===== config.mk =====
export PLATFORM = sky130hd
export DESIGN_NAME = ptw_walker
export DESIGN_NICKNAME = d
export VERILOG_FILES = /design/src/rtl/ptw_pkg.sv /design/src/rtl/ptw_pte_check.sv /design/src/rtl/ptw_leaf_map.sv /design/src/rtl/ptw_walker.sv
export SDC_FILE = /design/constraint.sdc
export NUM_CORES = 1
export LEC_CHECK = 0
export BUFFER_PORTS_ARGS = -buffer_cell sky130_fd_sc_hd__clkbuf_2
export CAP_MARGIN = 40
export CORE_ASPECT_RATIO = 0.75
export CORE_UTILIZATION = 33
export CTS_BUF_LIST = sky130_fd_sc_hd__clkbuf_2
export CTS_CLUSTER_SIZE = 24
export DETAILED_ROUTE_END_ITERATION = 16
export PLACE_DENSITY = 0.53
export SLEW_MARGIN = 20
export SYNTH_ARGS = -nofsm -noshare
export SYNTH_HDL_FRONTEND = slang
export SYNTH_SLANG_ARGS = --single-unit

===== constraint.sdc =====
create_clock -name clk -period 8.6 [get_ports clk]
set_input_delay 1.72 -clock clk [delete_from_list [all_inputs] [get_ports clk]]
set_output_delay 1.72 -clock clk [all_outputs]
set_load 0.05 [all_outputs]

===== src/rtl/ptw_pkg.sv =====
package ptw_pkg;

    localparam int unsigned VA_W   = 32;
    localparam int unsigned OFS_W  = 12;
    localparam int unsigned IDX_W  = 10;
    localparam int unsigned LEVELS = 2;
    localparam int unsigned PTE_W  = 32;
    localparam int unsigned FLG_W  = 10;
    localparam int unsigned MEM_AW = 32;

    localparam int unsigned PPN_W  = PTE_W - FLG_W;
    localparam int unsigned PA_W   = PPN_W + OFS_W;
    localparam int unsigned VPN_W  = VA_W - OFS_W;
    localparam int unsigned LVL_W  = (LEVELS > 1) ? $clog2(LEVELS) : 1;
    localparam int unsigned PTE_SH = $clog2(PTE_W / 8);

    typedef enum logic [2:0] {
        FLT_NONE   = 3'd0,
        FLT_ACCESS = 3'd1,
        FLT_BADPTE = 3'd2,
        FLT_PERM   = 3'd3,
        FLT_ALIGN  = 3'd4,
        FLT_UPDATE = 3'd5
    } fault_e;

    typedef enum logic [1:0] {
        ACC_LOAD  = 2'd0,
        ACC_STORE = 2'd1,
        ACC_FETCH = 2'd2,
        ACC_RSVD  = 2'd3
    } acc_e;

    typedef enum logic [1:0] {
        S_IDLE  = 2'd0,
        S_ISSUE = 2'd1,
        S_WAIT  = 2'd2,
        S_DONE  = 2'd3
    } walk_state_e;

    typedef struct packed {
        logic d;
        logic a;
        logic g;
        logic u;
        logic x;
        logic w;
        logic r;
        logic v;
    } pte_flags_t;

    function automatic pte_flags_t flags_of(input logic [7:0] raw);
        return pte_flags_t'(raw);
    endfunction

endpackage


===== src/rtl/ptw_pte_check.sv =====
module ptw_pte_check
    import ptw_pkg::*;
(
    input  logic [7:0] flag_bits,
    input  logic [1:0] acc,
    input  logic       priv_super,
    input  logic       mxr,
    input  logic       sum,
    output logic       is_bad,
    output logic       is_pointer,
    output logic       perm_ok
);

    pte_flags_t f;
    acc_e       kind;
    logic       kind_ok;
    logic       mode_ok;

    assign f    = flags_of(flag_bits);
    assign kind = acc_e'(acc);

    always_comb begin
        is_bad     = !f.v || (f.w && !f.r);
        is_pointer = f.v && !f.r && !f.w && !f.x;

        case (kind)
            ACC_LOAD:  kind_ok = f.r || (f.x && mxr);
            ACC_STORE: kind_ok = f.w;
            ACC_FETCH: kind_ok = f.x;
            default:   kind_ok = 1'b0;
        endcase

        if (priv_super)
            mode_ok = !f.u || (sum && (kind != ACC_FETCH));
        else
            mode_ok = f.u;

        perm_ok = kind_ok && mode_ok;
    end

endmodule


===== src/rtl/ptw_leaf_map.sv =====
module ptw_leaf_map #(
    parameter int unsigned PPN_W = 22,
    parameter int unsigned VPN_W = 20,
    parameter int unsigned IDX_W = 10,
    parameter int unsigned LVL_W = 1
) (
    input  logic [PPN_W-1:0] ppn,
    input  logic [VPN_W-1:0] vpn,
    input  logic [LVL_W-1:0] lvl,
    output logic             misaligned,
    output logic [PPN_W-1:0] ppn_out
);

    logic [PPN_W-1:0] low_mask;
    logic [PPN_W-1:0] vpn_ext;

    for (genvar i = 0; i < PPN_W; i++) begin : g_mask
        assign low_mask[i] = (i < (int'(lvl) * IDX_W));
    end

    assign vpn_ext    = PPN_W'(vpn);
    assign misaligned = |(ppn & low_mask);
    assign ppn_out    = (ppn & ~low_mask) | (vpn_ext & low_mask);

endmodule


===== src/rtl/ptw_walker.sv =====
module ptw_walker
    import ptw_pkg::*;
#(
    parameter int unsigned P_VA_W  = VA_W,
    parameter int unsigned P_PA_W  = PA_W,
    parameter int unsigned P_PTE_W = PTE_W,
    parameter int unsigned P_MEMAW = MEM_AW
) (
    input  logic               clk,
    input  logic               rst,
    input  logic               req_valid,
    output logic               req_ready,
    input  logic [P_VA_W-1:0]  req_vaddr,
    input  logic [1:0]         req_acc,
    input  logic               req_priv,
    input  logic               req_mxr,
    input  logic               req_sum,
    input  logic [P_PA_W-1:0]  req_root,
    input  logic [LVL_W-1:0]   req_level,
    output logic               mem_req_valid,
    input  logic               mem_req_ready,
    output logic [P_MEMAW-1:0] mem_req_addr,
    input  logic               mem_rsp_valid,
    input  logic [P_PTE_W-1:0] mem_rsp_data,
    input  logic               mem_rsp_err,
    output logic               done,
    output logic [2:0]         res_fault,
    output logic [P_PA_W-1:0]  res_paddr,
    output logic [P_PTE_W-1:0] res_pte,
    output logic [P_PA_W-1:0]  res_pte_addr,
    output logic [LVL_W-1:0]   res_level,
    output logic               res_global
);

    localparam int unsigned L_VPN_W = P_VA_W - OFS_W;
    localparam int unsigned L_PPN_W = P_PTE_W - FLG_W;

    walk_state_e        state;
    logic [P_VA_W-1:0]  vaddr_q;
    logic [1:0]         acc_q;
    logic               priv_q;
    logic               mxr_q;
    logic               sum_q;
    logic [P_PA_W-1:0]  base_q;
    logic [LVL_W-1:0]   lvl_q;
    logic               glob_q;

    fault_e             fault_q;
    logic [P_PA_W-1:0]  paddr_q;
    logic [P_PTE_W-1:0] pte_q;
    logic [P_PA_W-1:0]  pte_addr_q;
    logic [LVL_W-1:0]   level_q;
    logic               gflag_q;

    // Entry address for the current level
    logic [L_VPN_W-1:0] vpn_cur;
    logic [L_VPN_W-1:0] vpn_shift;
    logic [IDX_W-1:0]   idx;
    logic [P_PA_W-1:0]  pte_addr;

    assign vpn_cur   = vaddr_q[P_VA_W-1:OFS_W];
    assign vpn_shift = vpn_cur >> (int'(lvl_q) * IDX_W);
    assign idx       = vpn_shift[IDX_W-1:0];
    assign pte_addr  = base_q + P_PA_W'({idx, {PTE_SH{1'b0}}});

    // Response decode
    logic [L_PPN_W-1:0] rsp_ppn;
    logic [L_PPN_W-1:0] mapped_ppn;
    logic               rsp_g;
    logic               glob_next;
    logic               pte_bad;
    logic               pte_ptr;
    logic               perm_ok;
    logic               misaligned;

    assign rsp_ppn   = mem_rsp_data[P_PTE_W-1:FLG_W];
    assign rsp_g     = flags_of(mem_rsp_data[7:0]).g;
    assign glob_next = glob_q || (rsp_g && !mem_rsp_err);

    ptw_pte_check u_check (
        .flag_bits  (mem_rsp_data[7:0]),
        .acc        (acc_q),
        .priv_super (priv_q),
        .mxr        (mxr_q),
        .sum        (sum_q),
        .is_bad     (pte_bad),
        .is_pointer (pte_ptr),
        .perm_ok    (perm_ok)
    );

    ptw_leaf_map #(
        .PPN_W (L_PPN_W),
        .VPN_W (L_VPN_W),
        .IDX_W (IDX_W),
        .LVL_W (LVL_W)
    ) u_map (
        .ppn        (rsp_ppn),
        .vpn        (vpn_cur),
        .lvl        (lvl_q),
        .misaligned (misaligned),
        .ppn_out    (mapped_ppn)
    );

    fault_e step_fault;
    logic   step_descend;

    always_comb begin
        step_fault   = FLT_NONE;
        step_descend = 1'b0;
        if (mem_rsp_err) begin
            step_fault = FLT_ACCESS;
        end else if (pte_bad) begin
            step_fault = FLT_BADPTE;
        end else if (pte_ptr) begin
            if (lvl_q == '0)
                step_fault = FLT_BADPTE;
            else
                step_descend = 1'b1;
        end else if (!perm_ok) begin
            step_fault = FLT_PERM;
        end else if (misaligned) begin
            step_fault = FLT_ALIGN;
        end
    end

    always_ff @(posedge clk) begin
        if (rst) begin
            state      <= S_IDLE;
            vaddr_q    <= '0;
            acc_q      <= '0;
            priv_q     <= 1'b0;
            mxr_q      <= 1'b0;
            sum_q      <= 1'b0;
            base_q     <= '0;
            lvl_q      <= '0;
            glob_q     <= 1'b0;
            fault_q    <= FLT_NONE;
            paddr_q    <= '0;
            pte_q      <= '0;
            pte_addr_q <= '0;
            level_q    <= '0;
            gflag_q    <= 1'b0;
        end else begin
            case (state)
                S_IDLE: begin
                    if (req_valid) begin
                        vaddr_q <= req_vaddr;
                        acc_q   <= req_acc;
                        priv_q  <= req_priv;
                        mxr_q   <= req_mxr;
                        sum_q   <= req_sum;
                        base_q  <= req_root;
                        lvl_q   <= req_level;
                        glob_q  <= 1'b0;
                        state   <= S_ISSUE;
                    end
                end
                S_ISSUE: begin
                    if (mem_req_ready)
                        state <= S_WAIT;
                end
                S_WAIT: begin
                    if (mem_rsp_valid) begin
                        glob_q <= glob_next;
                        if (step_descend) begin
                            base_q <= {rsp_ppn, {OFS_W{1'b0}}};
                            lvl_q  <= lvl_q - LVL_W'(1);
                            state  <= S_ISSUE;
                        end else begin
                            fault_q    <= step_fault;
                            paddr_q    <= {mapped_ppn, vaddr_q[OFS_W-1:0]};
                            pte_q      <= mem_rsp_data;
                            pte_addr_q <= pte_addr;
                            level_q    <= lvl_q;
                            gflag_q    <= glob_next;
                            state      <= S_DONE;
                        end
                    end
                end
                default: state <= S_IDLE;
            endcase
        end
    end

    assign req_ready     = (state == S_IDLE);
    assign mem_req_valid = (state == S_ISSUE);
    assign mem_req_addr  = pte_addr[P_MEMAW-1:0];
    assign done          = (state == S_DONE);
    assign res_fault     = fault_q;
    assign res_paddr     = paddr_q;
    assign res_pte       = pte_q;
    assign res_pte_addr  = pte_addr_q;
    assign res_level     = level_q;
    assign res_global    = gflag_q;

    AST_DONE_ONE_CYCLE: assert property (@(posedge clk) disable iff (rst)
        done |=> !done);
    AST_ACCEPT_BUSY: assert property (@(posedge clk) disable iff (rst)
        req_valid && req_ready |=> !req_ready && !done);
    AST_ISSUE_HOLDS: assert property (@(posedge clk) disable iff (rst)
        mem_req_valid && !mem_req_ready |=> mem_req_valid && $stable(mem_req_addr));
    AST_SINGLE_READ: assert property (@(posedge clk) disable iff (rst)
        mem_req_valid && mem_req_ready |=> !mem_req_valid);
    AST_GLOBAL_STICKY: assert property (@(posedge clk) disable iff (rst)
        glob_q && !(req_valid && req_ready) |=> glob_q);
    AST_L0_TERMINAL: assert property (@(posedge clk) disable iff (rst)
        (state == S_WAIT) && mem_rsp_valid && (lvl_q == '0) |=> done);
    AST_SUPER_MERGE: assert property (@(posedge clk) disable iff (rst)
        done && (res_fault == FLT_NONE) && (res_level != '0)
        |-> res_paddr[OFS_W+IDX_W-1:OFS_W] == vaddr_q[OFS_W+IDX_W-1:OFS_W]);

endmodule


==> flow_summary.yaml, run 1 <==
clock_network:
  cts_sinks: 168
  numCtsBuffers: 17
  clk_path_buf_depth: 2
  cts.reportedPaths.clkPinSlew_ps: 280
  htree_levels: 4
  ctsHoldBuffers: 0
  clk_latency_ps: 810
  cts_resized: 0
  cts_tree: "yes"
  postCtsSetupBuffers: 0
  root_buffer: "clkbuf_2"
timing:
  slew_headroom_pct: 45.2
  timing.hold.ws_ps: 457
  finalCritPeriodShare_pct: 70.3
  fin_setup_tns_ps: 0
  timing_hold_violations_final: 0
  drv_slew: 0
  min_period_ps: 6050
  setup_viol: 0
  skew_ps: 55.5
  rsz0062_at_grt: "no"
  worstMarginPinSlew_ps: 818
  max_freq_mhz: 165
synth:
  ys_warn_count: 0
  ys.flop_type: "dfxtp_1"
  ys_seq_area_share_pct: 43.5
  netlist_area_sq_um: 7730
  async_flop_share_pct: 0
  synthCells: 953
  syn_avg_cell_area_sq_um: 8.11
  synth.ff_latch_count: 168
  syn_nets: 1074
  synth_edf_count: 0
  synth_cell_types: 62
worst_setup_path:
  cp_max_fo: 21
  start_kind: "register"
  arrival_ps: 4330
  required_ps: 6880
  worst_setup_path_end_kind: "primary output"
  path_class: "register to primary output"
grt:
  grt_max_degree: 79
  grt_first_pass_wirelength_um: 38900
  overflow: 0
  grt_pass1_vias: 6806
  antenna_found_initial: 1
  grtUsageTotal_pct: 21.4
final_layout:
  fillers: 2441
  diodes: 0
  regArea_sq_um: 3360
  multi_input_area_sq_um: 3690
  nets: 1243
  finalInstanceArea_sq_um: 9080
  utilization_pct: 39.5
  area_growth_pct: 17.4
  drive_gt1_share_pct: 29.2
power_and_ir_drop:
  power.total_mw: 1.67
  vdd_drop_max_mv: 0.0791
  leakage_nw: 3.96
  power_density_nw_per_um2: 183
route:
  routedWlPerCell_um: 17.7
  postRouteAntennaNets: 0
  drcViolationCount: 0
  routed_wl_um: 25400
  first_pass_iters: 4
  routed_via_density: 5.01
  drt_iter0_markers: 438
  vias: 7185
die:
  fp.dieW_um: 179
  rows: 48
  die_h_um: 135
  ios: 250
  start_util_pct: 33.6
  fp.coreArea_sq_um: 23000
  dieArea_sq_um: 24000
placement:
  dp_hpwl_um: 18200
  io_buffers: 249
  gp_congestion: 0.829
  placed_area_sq_um: 8830
flow_run:
  cap_violations: 0
status:
  status: "finished clean"
min_path:
  holdCritPathClass: "register to register"
## final timing paths
path	startpoint	end	slack (ps)	cells past startpoint
max	lvl_q	mem_req_addr[14]	2550	9
min	vaddr_q[2]	res_paddr[2]	460	2
max reg2reg	lvl_q	res_pte_addr[25]	5140	9
min reg2reg	vaddr_q[2]	res_paddr[2]	460	2
## final cells by class
cell class / instances / area share (%)
Multi-Input combinational cell: 665 / 40.6
Clock inverter: 14 / 1.54
Inverter: 8 / 0.331
Sequential cell: 168 / 37.0
Clock buffer: 17 / 0.937
Timing Repair Buffer: 262 / 15.4
Tap cell: 300 / 4.13
## logic make-up (layout without fill, tap and decap cells)
group / count (synthesis) / in the layout / share of synthesized area, %
compound gates: 210 / 210 / 17.9
simple gates: 403 / 403 / 22.6
fa+ha+maj: 11 / 11 / 1.88
buf+inv: 120 / 301 / 8.98
xor+xnor: 21 / 21 / 2.38
mux: 20 / 20 / 2.75
flops: 168 / 168 / 43.5
## Yosys cell counts, drive strengths merged, types with 12 or more instances
library cell,count,area share [%]
a22oi,13,1.3
xnor2,12,1.4
buf,72,6.6
clkbuf,39,1.9
nor2,65,3.2
dfxtp,168,44
a311oi,28,3.4
nand3,12,0.84
a21oi,103,6.8
nand2,256,12
o21ai,19,1.3
## sequential cells by signal, summed over array words and instances, names as in the netlist
register / cells
base_q: 34
state: 2
sum_q: 1
res_pte: 20
mxr_q: 1
acc_q: 2
res_paddr: 34
res_fault: 3
res_level: 1
priv_q: 1
vaddr_q: 32
glob_q: 1
lvl_q: 1
res_global: 1
res_pte_addr: 34
## layout by cell type, fill, tap and decap left out, types with 10 or more instances in the layout
master,instances
a21oi_1,102
a311oi_1,25
a211oi_1,10
xnor2_1,12
dfxtp_1,168
mux2_2,10
mux2i_1,10
nor2_1,64
a22oi_1,13
clkbuf_2,265
o21ai_0,13
ha_1,10
nand2_1,256
nand3_1,11
buf_4,11
## power by group
| group | total [mW] | internal (mW) | switching [mW] | leakage [nW] |
|---|---|---|---|---|
| Sequential | 0.859 | 0.821 | 0.0377 | 1.37 |
| Clock | 0.424 | 0.111 | 0.313 | 0.129 |
| Combinational | 0.382 | 0.110 | 0.273 | 2.46 |
## metal layers
metal	track usage, %	wire length (um)	vias to the layer above
li1	-	-	3556
met1	30.9	12600	3380
met2	31.0	10600	231
met3	6.11	1930	18
met4	5.04	238	0
met5	0	0	-
## per-stage QoR
stage               instances  worst slack (ps)
floorplan                 953              3690
global placement         1399              3500
detailed placement       1402              3440
CTS                      1433              2460
global route             1434              2270
finish                   1434              2550
## worst max-delay path: stages, from the launching register on
cell and delay (ps):
dfxtp_1 460, buf_4 340, mux2_2 380, ha_1 330
a21o_1 210, a221oi_1 660, o21a_1 340, nor3_1 110
xor2_1 360, clkbuf_2 350
No activity file was read; power rests on OpenSTA's default activity.
==> inputs of run 2 (changes only) <==
ABC_AREA = 1   (was default)
PLACE_DENSITY = 0.52   (was 0.53)
clock period = 5.7 ns   (was 8.6 ns; I/O delays follow)
==> flow_summary.yaml, run 2 <==
worst_setup_path:
  path_class: "register to primary output"
  cp_num_cells: 15
  start_kind: "register"
  timing.rr.start: "lvl_q"
  arrival_ps: 4020
  critPathBufInv: 3
  slowest_delay_ps: 510
  rrSetupSlack_ps: 2420
  r2r-end: "res_pte_addr[14]"
  endpoint: "mem_req_addr[22]"
  cp_max_fo: 29
  crit_slowest_cell: "clkinv_1"
  reg2reg_depth: 15
  path_cells: "buf_4 > clkinv_1 > nand2_1 > nand2_1 > ha_1 > fa_1 > nand2_1 > nand3_1 > and2_1 > nand3_1 > nand2_1 > nand2_1 > nand2_1 > nand2_1 > clkbuf_2"
  cp_top_family: "simple AND/OR/NAND/NOR gates"
  worst_setup_path_end_kind: "primary output"
  required_ps: 4560
  crit_path_frequent_cell: "nand2_1"
  critPathLaunch: "lvl_q"
synth:
  ys.flop_type: "dfxtp_1"
  ys_warn_count: 0
  synthCells: 1277
  synth.ff_latch_count: 168
  ys_seq_area_share_pct: 40.1
  yosys.area.top_type_share_pct: 40.1
  synth_cell_types: 31
  ys_top_cells_by_count: "nand2_1 (420), dfxtp_1 (168), a21oi_1 (133), inv_1 (128), nor2_1 (117)"
  synth.most_common_cell: "nand2_1"
  async_flop_share_pct: 0
  yosysTopAreaCell: "dfxtp_1"
  syn_avg_cell_area_sq_um: 6.56
  ys_top_cells_by_area: "dfxtp_1 (40%), nand2_1 (19%), a21oi_1 (7.9%)"
  netlist_area_sq_um: 8380
  syn_nets: 1398
  synth_edf_count: 0
timing:
  rsz0062_at_grt: "no"
  finalCritPeriodShare_pct: 90.6
  slew_headroom_pct: 46.2
  worstMarginPinSlew_ps: 807
  drv_slew: 0
  min_period_ps: 5160
  skew_ps: 33.7
  setup_viol: 0
  fin_setup_tns_ps: 0
  max_freq_mhz: 194
  timing_hold_violations_final: 0
die:
  dieArea_sq_um: 26000
  rows: 50
  fp.dieW_um: 186
  fp.coreArea_sq_um: 25000
  ios: 250
  start_util_pct: 33.6
  die_h_um: 140
final_layout:
  drive_gt1_share_pct: 20.4
  nets: 1570
  area_growth_pct: 16.4
  fillers: 2809
  utilization_pct: 39.1
  final_common_cell: "nand2_1"
  finalInstanceArea_sq_um: 9750
  final_cell_mix: "nand2_1 (420), clkbuf_2 (265), dfxtp_1 (168)"
route:
  routedWlPerCell_um: 16.5
  postRouteAntennaNets: 0
  vias: 8497
  drcViolationCount: 0
  routed_wl_um: 29700
  routed_via_density: 4.72
  first_pass_iters: 6
  drt_iter0_markers: 573
grt:
  grt_pass1_vias: 7694
  overflow: 0
  grtUsageTotal_pct: 23.1
  antenna_found_initial: 1
  grt_first_pass_wirelength_um: 45000
  grt_max_degree: 68
clock_network:
  postCtsSetupBuffers: 0
  root_buffer: "clkbuf_2"
  cts_resized: 0
  clk_path_buf_depth: 2
  clk_latency_ps: 770
  cts.reportedPaths.clkPinSlew_ps: 260
  numCtsBuffers: 17
  htree_levels: 4
  ctsHoldBuffers: 0
  cts_tree: "yes"
  cts_sinks: 168
flow_run:
  cap_violations: 0
placement:
  io_buffers: 249
  gp_congestion: 0.935
  placed_area_sq_um: 9480
  dp_hpwl_um: 22200
min_path:
  holdCritPathClass: "register to register"
power_and_ir_drop:
  power_density_nw_per_um2: 405
  leakage_nw: 4.81
  vdd_drop_max_mv: 0.200
status:
  status: "finished clean"
-- run 2: cell types whose count changed after synthesis, sizes merged, moves of 12 or more --
cell / previous run / this run
a22oi: 13 / 0
a311oi: 28 / 0
o21ai: 19 / 90
nand3: 12 / 60
xnor2: 12 / 0
nor2: 65 / 118
inv: 8 / 130
nand2: 256 / 422
a21oi: 103 / 133
-- run 2: stage by stage --
stage | worst slack [ps] | cells | power, mW | hold WS [ps]
after CTS | 441 | 1800 | 3.99 | 465
after global routing | 115 | 1801 | 4.20 | 449
after floorplan | 2120 | 1277 | 2.90 | 430
final | 537 | 1801 | 3.95 | 475
after detailed placement | 1410 | 1768 | 3.26 | 455
after global placement | 1480 | 1767 | 3.25 | 448
-- run 2: layout make-up --
type	instances	area, sq um	share of cell area [%]
sequential	168	3360	34.5
timing repair buffer	259	1340	13.8
antenna	1	2.50	0.0257
multi-input combinational	872	3860	39.6
clock inverter	15	176	1.81
inverter	131	492	5.04
clock buffer	17	85.1	0.873
tap	338	423	4.34
-- run 2: cells by family after synthesis --
kind of cell / share of synthesized area, %
simple gates: 29.9
xor+xnor: 0.836
buf+inv: 13.7
compound gates: 13.7
fa+ha+maj: 1.73
flops: 40.1
-- run 2: layer usage --
metal  vias up  track usage [%]  part of all wire [%]
li1       4314                -                     -
met1      3845             34.6                    50
met2       313             32.4                    40
met3        25             6.11                   8.2
met4         0             4.83                   1.2
met5         -                0                     0
-- run 2: where the power goes --
part           internal (mW)  switching (mW)
sequential              1.36           0.150
clock                  0.249           0.464
combinational          0.400            1.32
-- run 2: how the worst min path moves through the flow --
stage	from	endpoint	slack (ps)	cells past startpoint
CTS	mem_rsp_data[25]	res_paddr[27]	460	3
detailed placement	vaddr_q[7]	res_paddr[7]	450	2
global placement	vaddr_q[9]	res_paddr[9]	450	2
floorplan	sum_q	sum_q	430	2
finish	vaddr_q[3]	res_paddr[3]	480	2
global route	mem_rsp_data[26]	res_paddr[28]	450	3
-- run 2: worst reg2reg max path, cell delays in order (launching register included) --
cell and delay [ps]:
dfxtp_1 370, buf_4 270, clkinv_1 520, nand2_1 180, nand2_1 70, ha_1 210, fa_1 420, nand2_1 90
nand3_1 80, and2_1 190, nand3_1 100, nand2_1 230, nand2_1 130, nand2_1 110, o21ai_0 170, inv_1 50
==> inputs of run 3 (changes only) <==
RECOVER_POWER = 25   (was default)
==> flow_summary.yaml, run 3 (same netlist as run 2, synthesis figures left out) <==
worst_setup_path:
  slowest_delay_ps: 520
  start_kind: "register"
  crit_path_frequent_cell: "nand2_1"
  arrival_ps: 4040
  path_class: "register to primary output"
  cp_max_fo: 29
  path_cells: "buf_4 > clkinv_1 > nand2_1 > nand2_1 > ha_1 > fa_1 > nand2_1 > nand3_1 > and2_1 > nand3_1 > nand2_1 > nand2_1 > nand2_1 > nand2_1 > clkbuf_2"
  cp_top_family: "simple AND/OR/NAND/NOR gates"
  worst_setup_path_end_kind: "primary output"
  crit_slowest_cell: "clkinv_1"
  required_ps: 4560
  critPathBufInv: 3
status:
  violations: "max-capacitance violations, max-slew violations"
  status: "finished with violations"
clock_network:
  root_buffer: "clkbuf_2"
  cts_resized: 0
  clk_path_buf_depth: 2
  postCtsSetupBuffers: 0
  ctsHoldBuffers: 0
  htree_levels: 4
  numCtsBuffers: 17
  cts_sinks: 168
  cts_tree: "yes"
  cts.reportedPaths.clkPinSlew_ps: 260
  clk_latency_ps: 770
final_layout:
  fillers: 2817
  drive_gt1_share_pct: 20.0
  nets: 1570
  multi_input_area_sq_um: 3860
  regArea_sq_um: 3360
  final_cell_mix: "nand2_1 (421), clkbuf_2 (265), dfxtp_1 (168)"
  final_common_cell: "nand2_1"
  area_growth_pct: 16.1
die:
  ios: 250
  dieArea_sq_um: 26000
  start_util_pct: 33.6
  fp.dieW_um: 186
  die_h_um: 140
  rows: 50
  fp.coreArea_sq_um: 25000
timing:
  drv_slew: 241
  fin_setup_tns_ps: 0
  timing_hold_violations_final: 0
  rsz0062_at_grt: "no"
  setup_viol: 0
  fin_ws_ps: 520
  worstMarginPinSlew_ps: 3340
  skew_ps: 39.7
  finalCritPeriodShare_pct: 90.9
  min_period_ps: 5180
  max_freq_mhz: 193
  slew_headroom_pct: -122
route:
  first_pass_iters: 7
  drcViolationCount: 0
  postRouteAntennaNets: 0
  wl_met3_um: 2420
  routed_via_density: 4.70
  drt_iter0_markers: 585
  wl_met2_um: 12000
  routed.top_layer: "met4"
  routedWlPerCell_um: 16.5
  vias: 8471
  wl_met1_um: 15000
  routed_wl_um: 29700
grt:
  grt_max_degree: 68
  grtUsageTotal_pct: 23.1
  grt_pass1_vias: 7694
  antenna_found_initial: 1
  overflow: 0
  grt_first_pass_wirelength_um: 45000
power_and_ir_drop:
  vdd_drop_max_mv: 0.200
  power_density_nw_per_um2: 406
  power.total_mw: 3.95
  leakage_nw: 4.79
flow_run:
  cap_violations: 5
placement:
  gp_congestion: 0.935
  post-place-ws_ps: 1410
  io_buffers: 249
  dp_hpwl_um: 22200
min_path:
  holdCritPathClass: "register to register"
run 3: cell types whose count changed in the layout (fill, tap and decap cells not counted), sizes merged:
cell / delta
buf: -5
clkbuf: +5
run 3: cell type report:
class | count | share of cell area [%]
diodes | 1 | 0.0257
clock buffers | 17 | 0.875
clock inverters | 15 | 1.81
inverters | 131 | 5.06
multi-input cells | 872 | 39.7
flip-flops and latches | 168 | 34.6
well taps | 338 | 4.35
repair buffers | 259 | 13.6
run 3: where the power goes:
part | internal [mW] | switching, mW
Combinational | 0.404 | 1.32
Sequential | 1.36 | 0.149
Clock | 0.249 | 0.465
run 3: path summary, 6_finish.rpt:
path / slack (ps) / cells after the start / to / from
setup / recovery: 520 / 15 / mem_req_addr[22] / lvl_q
hold / removal: 480 / 2 / res_paddr[3] / vaddr_q[3]
setup reg to reg: 1320 / 8 / base_q[14] / state[1]
hold reg to reg: 480 / 2 / res_paddr[3] / vaddr_q[3]
run 3: tightest hold or removal path: cells and delay by family, from the launching register on:
family	cells	cell delay (ps)
flip-flops	1	360
AND/OR/NAND/NOR	1	60
AO/OA/AOI/OAI	1	50
run 3: through the flow:
stage	std cells	instance area, sq um	util (%)	hold slack [ps]
after floorplan	1277	8380	-	430
after global placement	1767	9460	37.9	448
after detailed placement	1768	9480	38.0	455
after CTS	1800	9750	39.0	465
after global routing	1801	9730	39.0	449
final	1801	9730	39.0	475
run 3: metal layers:
| layer | global-route usage, % | vias up |
|---|---|---|
| met1 | 34.6 | 3828 |
| met5 | 0 | - |
| met4 | 4.83 | 0 |
| li1 | - | 4316 |
| met2 | 32.4 | 306 |
| met3 | 6.11 | 21 |
